==> config.mk <==
export PLATFORM = sky130hd
export DESIGN_NAME = path_hist_buf
export DESIGN_NICKNAME = d
export VERILOG_FILES = /design/src/rtl/phb_pkg.sv /design/src/rtl/phb_squash_scan.sv /design/src/rtl/phb_commit_ctl.sv /design/src/rtl/phb_path_tap.sv /design/src/rtl/path_hist_buf.sv
export SDC_FILE = /design/constraint.sdc
export NUM_CORES = 2
export LEC_CHECK = 0
export BUFFER_PORTS_ARGS = -buffer_cell sky130_fd_sc_hd__buf_2
export CAP_MARGIN = 20
export CORE_UTILIZATION = 25
export DETAILED_ROUTE_END_ITERATION = 6
export PLACE_DENSITY = 0.42
export SLEW_MARGIN = 10
export SYNTH_ARGS = -nofsm -noshare
export SYNTH_HDL_FRONTEND = slang
export SYNTH_SLANG_ARGS = --single-unit
==> constraint.sdc <==
create_clock -name clk_i -period 19.97 [get_ports clk_i]
set_clock_uncertainty 0.1 [all_clocks]
set_input_delay 0.9985 -clock clk_i [delete_from_list [all_inputs] [get_ports clk_i]]
set_output_delay 0.9985 -clock clk_i [all_outputs]
set_load 0.005 [all_outputs]
==> src/rtl/phb_pkg.sv <==
package phb_pkg;

  typedef enum logic [1:0] {
    CM_NONE = 2'd0,
    CM_ADV  = 2'd1,
    CM_POP  = 2'd2
  } commit_act_e;

endpackage

==> src/rtl/phb_squash_scan.sv <==
// Finds the first age-ordered slot younger than the squash point.
module phb_squash_scan #(
  parameter  int unsigned DEPTH = 16,
  parameter  int unsigned SEQ_W = 8,
  localparam int unsigned CNT_W = $clog2(DEPTH + 1)
) (
  input  logic [SEQ_W-1:0] seq_i [DEPTH],
  input  logic [CNT_W-1:0] cnt_i,
  input  logic [SEQ_W-1:0] ref_i,
  output logic [CNT_W-1:0] keep_o
);

  logic [DEPTH-1:0] young;

  for (genvar i = 0; i < DEPTH; i++) begin : g_cmp
    logic [SEQ_W-1:0] diff;
    assign diff     = seq_i[i] - ref_i;
    assign young[i] = (CNT_W'(i) < cnt_i) && !diff[SEQ_W-1] && (diff != '0);
  end

  always_comb begin
    keep_o = cnt_i;
    for (int i = DEPTH - 1; i >= 0; i--) begin
      if (young[i]) keep_o = CNT_W'(i);
    end
  end

endmodule

==> src/rtl/phb_commit_ctl.sv <==
module phb_commit_ctl
  import phb_pkg::*;
#(
  parameter int unsigned SEQ_W    = 8,
  parameter int unsigned PATH_LEN = 4,
  parameter int unsigned CNT_W    = 5
) (
  input  logic             commit_i,
  input  logic [CNT_W-1:0] cnt_i,
  input  logic [CNT_W-1:0] head_i,
  input  logic [SEQ_W-1:0] head_seq_i,
  input  logic [SEQ_W-1:0] ref_i,
  output commit_act_e      act_o
);

  logic [SEQ_W-1:0] diff;
  logic             at_or_before;

  assign diff         = head_seq_i - ref_i;
  assign at_or_before = diff[SEQ_W-1] || (diff == '0);

  always_comb begin
    act_o = CM_NONE;
    if (commit_i && (head_i < cnt_i) && at_or_before) begin
      act_o = (head_i >= CNT_W'(PATH_LEN)) ? CM_POP : CM_ADV;
    end
  end

endmodule

==> src/rtl/phb_path_tap.sv <==
// Newest-first target view; SKIP drops that many youngest records.
module phb_path_tap #(
  parameter  int unsigned DEPTH    = 16,
  parameter  int unsigned PATH_LEN = 4,
  parameter  int unsigned TGT_W    = 32,
  parameter  int unsigned SKIP     = 0,
  localparam int unsigned PTR_W    = $clog2(DEPTH),
  localparam int unsigned CNT_W    = $clog2(DEPTH + 1)
) (
  input  logic [TGT_W-1:0]          tgt_i [DEPTH],
  input  logic [PTR_W-1:0]          rd_i,
  input  logic [CNT_W-1:0]          cnt_i,
  output logic [PATH_LEN*TGT_W-1:0] lane_o,
  output logic [PATH_LEN-1:0]       vld_o
);

  for (genvar k = 0; k < PATH_LEN; k++) begin : g_lane
    localparam int unsigned BACK = k + SKIP + 1;
    logic [PTR_W-1:0] idx;
    assign vld_o[k] = (cnt_i >= CNT_W'(BACK));
    assign idx      = rd_i + PTR_W'(cnt_i - CNT_W'(BACK));
    assign lane_o[k*TGT_W +: TGT_W] = vld_o[k] ? tgt_i[idx] : '0;
  end

endmodule

==> src/rtl/path_hist_buf.sv <==
module path_hist_buf
  import phb_pkg::*;
#(
  parameter  int unsigned DEPTH    = 16,  // power of two, >= 2
  parameter  int unsigned PATH_LEN = 4,   // < DEPTH
  parameter  int unsigned PC_W     = 32,
  parameter  int unsigned TGT_W    = 32,
  parameter  int unsigned SEQ_W    = 8,
  localparam int unsigned CNT_W    = $clog2(DEPTH + 1)
) (
  input  logic                      clk_i,
  input  logic                      rst_ni,
  input  logic                      push_i,
  input  logic [PC_W-1:0]           push_pc_i,
  input  logic [TGT_W-1:0]          push_tgt_i,
  input  logic [SEQ_W-1:0]          push_seq_i,
  input  logic                      commit_i,
  input  logic [SEQ_W-1:0]          commit_seq_i,
  input  logic                      squash_i,
  input  logic [SEQ_W-1:0]          squash_seq_i,
  input  logic                      fix_i,
  input  logic [TGT_W-1:0]          fix_tgt_i,
  output logic [CNT_W-1:0]          count_o,
  output logic [CNT_W-1:0]          committed_o,
  output logic                      overflow_o,
  output logic [PC_W-1:0]           oldest_pc_o,
  output logic [SEQ_W-1:0]          oldest_seq_o,
  output logic [PATH_LEN*TGT_W-1:0] path_tgt_o,
  output logic [PATH_LEN-1:0]       path_vld_o,
  output logic [PATH_LEN*TGT_W-1:0] prior_tgt_o,
  output logic [PATH_LEN-1:0]       prior_vld_o
);

  localparam int unsigned PTR_W = $clog2(DEPTH);

  logic [PC_W-1:0]  pc_q  [DEPTH];
  logic [TGT_W-1:0] tgt_q [DEPTH];
  logic [SEQ_W-1:0] seq_q [DEPTH];
  logic [SEQ_W-1:0] ord_seq [DEPTH];

  logic [PTR_W-1:0] rd_q, rd_n;
  logic [CNT_W-1:0] cnt_q, cnt_n;
  logic [CNT_W-1:0] head_q, head_n;
  logic             ovf_q, ovf_n;

  logic [CNT_W-1:0] keep_cnt, cnt1, head1, cnt2, head2;
  logic [PTR_W-1:0] rd2, wr_idx, fix_idx;
  logic [SEQ_W-1:0] head_seq;
  logic             fix_en, full;
  commit_act_e      act;

  // Age-ordered view of sequence numbers, oldest at slot 0.
  for (genvar i = 0; i < DEPTH; i++) begin : g_ord
    assign ord_seq[i] = seq_q[rd_q + PTR_W'(i)];
  end

  phb_squash_scan #(
    .DEPTH (DEPTH),
    .SEQ_W (SEQ_W)
  ) u_scan (
    .seq_i  (ord_seq),
    .cnt_i  (cnt_q),
    .ref_i  (squash_seq_i),
    .keep_o (keep_cnt)
  );

  // Stage 1: squash.
  always_comb begin
    cnt1  = squash_i ? keep_cnt : cnt_q;
    head1 = (head_q > cnt1) ? cnt1 : head_q;
  end

  assign head_seq = ord_seq[head1[PTR_W-1:0]];

  // Stage 2: commit.
  phb_commit_ctl #(
    .SEQ_W    (SEQ_W),
    .PATH_LEN (PATH_LEN),
    .CNT_W    (CNT_W)
  ) u_commit (
    .commit_i   (commit_i),
    .cnt_i      (cnt1),
    .head_i     (head1),
    .head_seq_i (head_seq),
    .ref_i      (commit_seq_i),
    .act_o      (act)
  );

  always_comb begin
    rd2   = rd_q;
    cnt2  = cnt1;
    head2 = head1;
    unique case (act)
      CM_POP: begin
        rd2  = rd_q + PTR_W'(1);
        cnt2 = cnt1 - CNT_W'(1);
      end
      CM_ADV:  head2 = head1 + CNT_W'(1);
      default: ;
    endcase
  end

  // Stage 3: fix-up of youngest survivor (a pop never moves the tail).
  assign fix_en  = fix_i && (cnt1 != '0);
  assign fix_idx = rd_q + PTR_W'(cnt1 - CNT_W'(1));

  // Stage 4: append.
  assign full   = push_i && (cnt2 == CNT_W'(DEPTH));
  assign wr_idx = rd2 + PTR_W'(cnt2);

  always_comb begin
    rd_n   = rd2;
    cnt_n  = cnt2;
    head_n = head2;
    ovf_n  = 1'b0;
    if (push_i) begin
      if (full) begin
        rd_n  = rd2 + PTR_W'(1);
        ovf_n = 1'b1;
        if (head2 != '0) head_n = head2 - CNT_W'(1);
      end else begin
        cnt_n = cnt2 + CNT_W'(1);
      end
    end
  end

  always_ff @(posedge clk_i or negedge rst_ni) begin
    if (!rst_ni) begin
      rd_q   <= '0;
      cnt_q  <= '0;
      head_q <= '0;
      ovf_q  <= 1'b0;
    end else begin
      rd_q   <= rd_n;
      cnt_q  <= cnt_n;
      head_q <= head_n;
      ovf_q  <= ovf_n;
    end
  end

  always_ff @(posedge clk_i) begin
    if (fix_en) tgt_q[fix_idx] <= fix_tgt_i;
    if (push_i) begin
      pc_q[wr_idx]  <= push_pc_i;
      tgt_q[wr_idx] <= push_tgt_i;
      seq_q[wr_idx] <= push_seq_i;
    end
  end

  phb_path_tap #(
    .DEPTH    (DEPTH),
    .PATH_LEN (PATH_LEN),
    .TGT_W    (TGT_W),
    .SKIP     (0)
  ) u_tap_all (
    .tgt_i  (tgt_q),
    .rd_i   (rd_q),
    .cnt_i  (cnt_q),
    .lane_o (path_tgt_o),
    .vld_o  (path_vld_o)
  );

  phb_path_tap #(
    .DEPTH    (DEPTH),
    .PATH_LEN (PATH_LEN),
    .TGT_W    (TGT_W),
    .SKIP     (1)
  ) u_tap_prior (
    .tgt_i  (tgt_q),
    .rd_i   (rd_q),
    .cnt_i  (cnt_q),
    .lane_o (prior_tgt_o),
    .vld_o  (prior_vld_o)
  );

  assign count_o      = cnt_q;
  assign committed_o  = head_q;
  assign overflow_o   = ovf_q;
  assign oldest_pc_o  = (cnt_q != '0) ? pc_q[rd_q]  : '0;
  assign oldest_seq_o = (cnt_q != '0) ? seq_q[rd_q] : '0;

endmodule

==> metrics.md <==
| Metric | Value |
|---|---|
| GRT Util Overall | `18.65%` |
| DIE AREA | `315,700 um2` |
| Worst-path clk slew | `0.06 ns` |
| Initial core utilization | `25.13%` |
| Met2 Use GR | `29.20%` |
| DRC violations left | `0` |
| Nets | `5,863` |
| Register area share after synthesis | `38.08%` |
| Worst Hold Class | `input pin to register` |
| IO Count | `441` |
| Min cycle time layout | `17.73 ns` |
| Most common cell after layout, fill and taps aside | `mux4_2` |
| WL per Instance | `30.74 um` |
| Yosys warning count | `0` |
| Vias in the first global route | `51,689` |
| Top FF cell, synth | `edfxtp_1` |
| Most frequent cells in the layout | `mux4_2, mux2_2, edfxtp_1` |
| Drt first pass iters | `6` |
| H-Tree Depth | `4` |
| CTS tree | `done` |
| WP data required | `20.37 ns` |
| Die width | `561.9 um` |
| Dpl hpwl | `193,000 um` |
| Vias | `52,567` |
| Worst Tran Pin Value | `1.160 ns` |
| Clock Sinks | `1,167` |
| CTS Hold Buffers Added | `1` |
| #FFs+latches synth | `1,167` |
| RD Place Congestion | `0.8507` |
| Vias per cell | `5.354` |
| Crit share post-route | `88.76%` |
| Synth cell types | `98` |
| Layout Area Growth over Synthesis | `14.01%` |
| Largest net degree at the start of global routing | `145` |
| # port buffers | `440` |
| First-pass GRT wire length | `419,000 um` |
| Slowest CP cell | `xnor2_4` |
| Critical path class | `register to register` |
| Gr ovfl total | `0` |
| Arr. time, crit path | `18.13 ns` |
| Endpoint class of the critical path | `register` |
| Post-synth EDFFs | `640` |
| Setup TNS | `0 ns` |
| Later-pin clock latency in the skew report | `0.86 ns` |
| Row count | `205` |
| Max clock buf depth | `4` |
| Mapped Cells | `5,396` |
| Final ANT Viol Nets | `0` |
| First DRT Iteration DRCs | `4,564` |
| Die Ht | `561.9 um` |
| Fmax | `56.42 MHz` |
| Setup crit start kind | `register` |
| Slew HR | `22.69%` |
| Busiest grt layer | `met2` |
| Max incr delay on CP | `0.93 ns` |
| Pins over their slew limit | `0` |
| Post-Syn Area | `78,370 um2` |
| Met1 usage | `26.21%` |
| GR Util met3 | `3.345%` |
| Top delay family on crit path | `compound AO/OA/AOI/OAI gates` |
| Buffers and inverters on the worst path | `7` |
| RSZ-0062 raised after global routing | `false` |
| Hold_ws | `0.4125 ns` |
| Resized cells post-CTS | `0` |
| Syn nets | `5,705` |
| CTS buffer count | `147` |
| Hold Fails Final Rpt | `0` |
| WL final | `301,800 um` |
| Clk root buf | `clkbuf_16` |
| Post CTS Setup Buffer Count | `0` |
| Syn avg cell area | `14.52 um2` |
| Max-Cap Viols | `0` |
| Initial antenna violation count | `68` |
| CORE AREA | `311,900 um2` |
| Worst-path fanout max | `40` |
| Asr flop ratio synth | `1.285%` |
| Final setup fails | `0` |
| Status | `finished clean` |
| Share of layout cells above drive strength 1 | `49.58%` |
## metrics by stage
stage	cells	util (%)	worst slack, ns	area (um2)
global route	9807	28.64	1.355	89330
finish	9818	28.65	2.245	89350
detailed placement	9538	27.11	2.415	84560
floorplan	5396	-	3.297	78370
global placement	9537	27.10	2.477	84530
CTS	9786	28.59	2.329	89170
## worst reg2reg max path: cells and delay by family, from the launching register on
| family | cells | cell delay [ns] |
|---|---|---|
| multiplexers | 2 | 1.15 |
| AO/OA/AOI/OAI | 16 | 4.57 |
| XOR/XNOR | 4 | 1.57 |
| buffers and inverters | 7 | 2.92 |
| flip-flops | 1 | 0.83 |
| adder cells (fa/ha/maj) | 5 | 2.21 |
| AND/OR/NAND/NOR | 16 | 4.08 |
## cells by family after synthesis
logic type | share of synthesized area [%]
AOI/OAI and AO/OA | 3.035
adders and majority gates | 3.151
and+or+nand+nor | 4.559
muxes | 45.89
buffers and inverters | 3.768
DFF | 38.08
xor gates and xnor gates | 1.518
## metal layers
| layer | vias to the layer above | share of wire [%] |
|---|---|---|
| met5 | - | 0.077 |
| met4 | 40 | 2.7 |
| met3 | 425 | 6.2 |
| met2 | 2051 | 46 |
| met1 | 28168 | 45 |
| li1 | 21883 | - |
## final timing paths
kind | from | endpoint | slack (ns) | depth (start not counted)
setup reg to reg | rd_q[1]$_DFF_PN0_ | pc_q[2][6]$_DFFE_PP_ | 2.24 | 50
hold / removal | push_pc_i[24] | pc_q[8][24]$_DFFE_PP_ | 0.41 | 1
hold reg to reg | tgt_q[389]$_DFF_P_ | tgt_q[389]$_DFF_P_ | 0.57 | 2
max in group asynchronous | rst_ni | rd_q[3]$_DFF_PN0_ | 18.82 | 2
setup / recovery | rd_q[1]$_DFF_PN0_ | pc_q[2][6]$_DFFE_PP_ | 2.24 | 50
min in group asynchronous | rst_ni | count_o[2]$_DFF_PN0_ | 0.62 | 2
## flip-flops by register name, summed over array words and instances, names as in the netlist
name and cells:
rd_q 4, count_o 5, seq_q 128, overflow_o 1, tgt_q 512, committed_o 5
pc_q 512
## Yosys cell counts (all sizes together) (56+ instances only)
library cell	instances	area, um2
a21oi	126	641.9
and2	208	1301
buf	245	1429
clkbuf	308	1156
dfxtp	512	10250
edfxtp	640	19220
ha	159	1989
inv	95	356.6
mux2	1062	11960
mux2i	177	1797
mux4	986	22210
nand2	136	515.5
nor2	171	649.4
o21ai	68	340.3
xnor2	73	699.4
xor2	56	490.5
## cell type report
type	instances	area [um2]
multi-input cells	3578	45990
diodes	26	65.06
fillers	31367	222500
flip-flops and latches	1167	29850
clock buffers	186	4018
clock inverters	61	583.1
inverters	98	384.1
well taps	4140	5180
repair buffers	562	3278
Power is left out: the tool's default activity adds up to more than one toggle a clock period on the data nets, which glitch-free logic cannot reach.
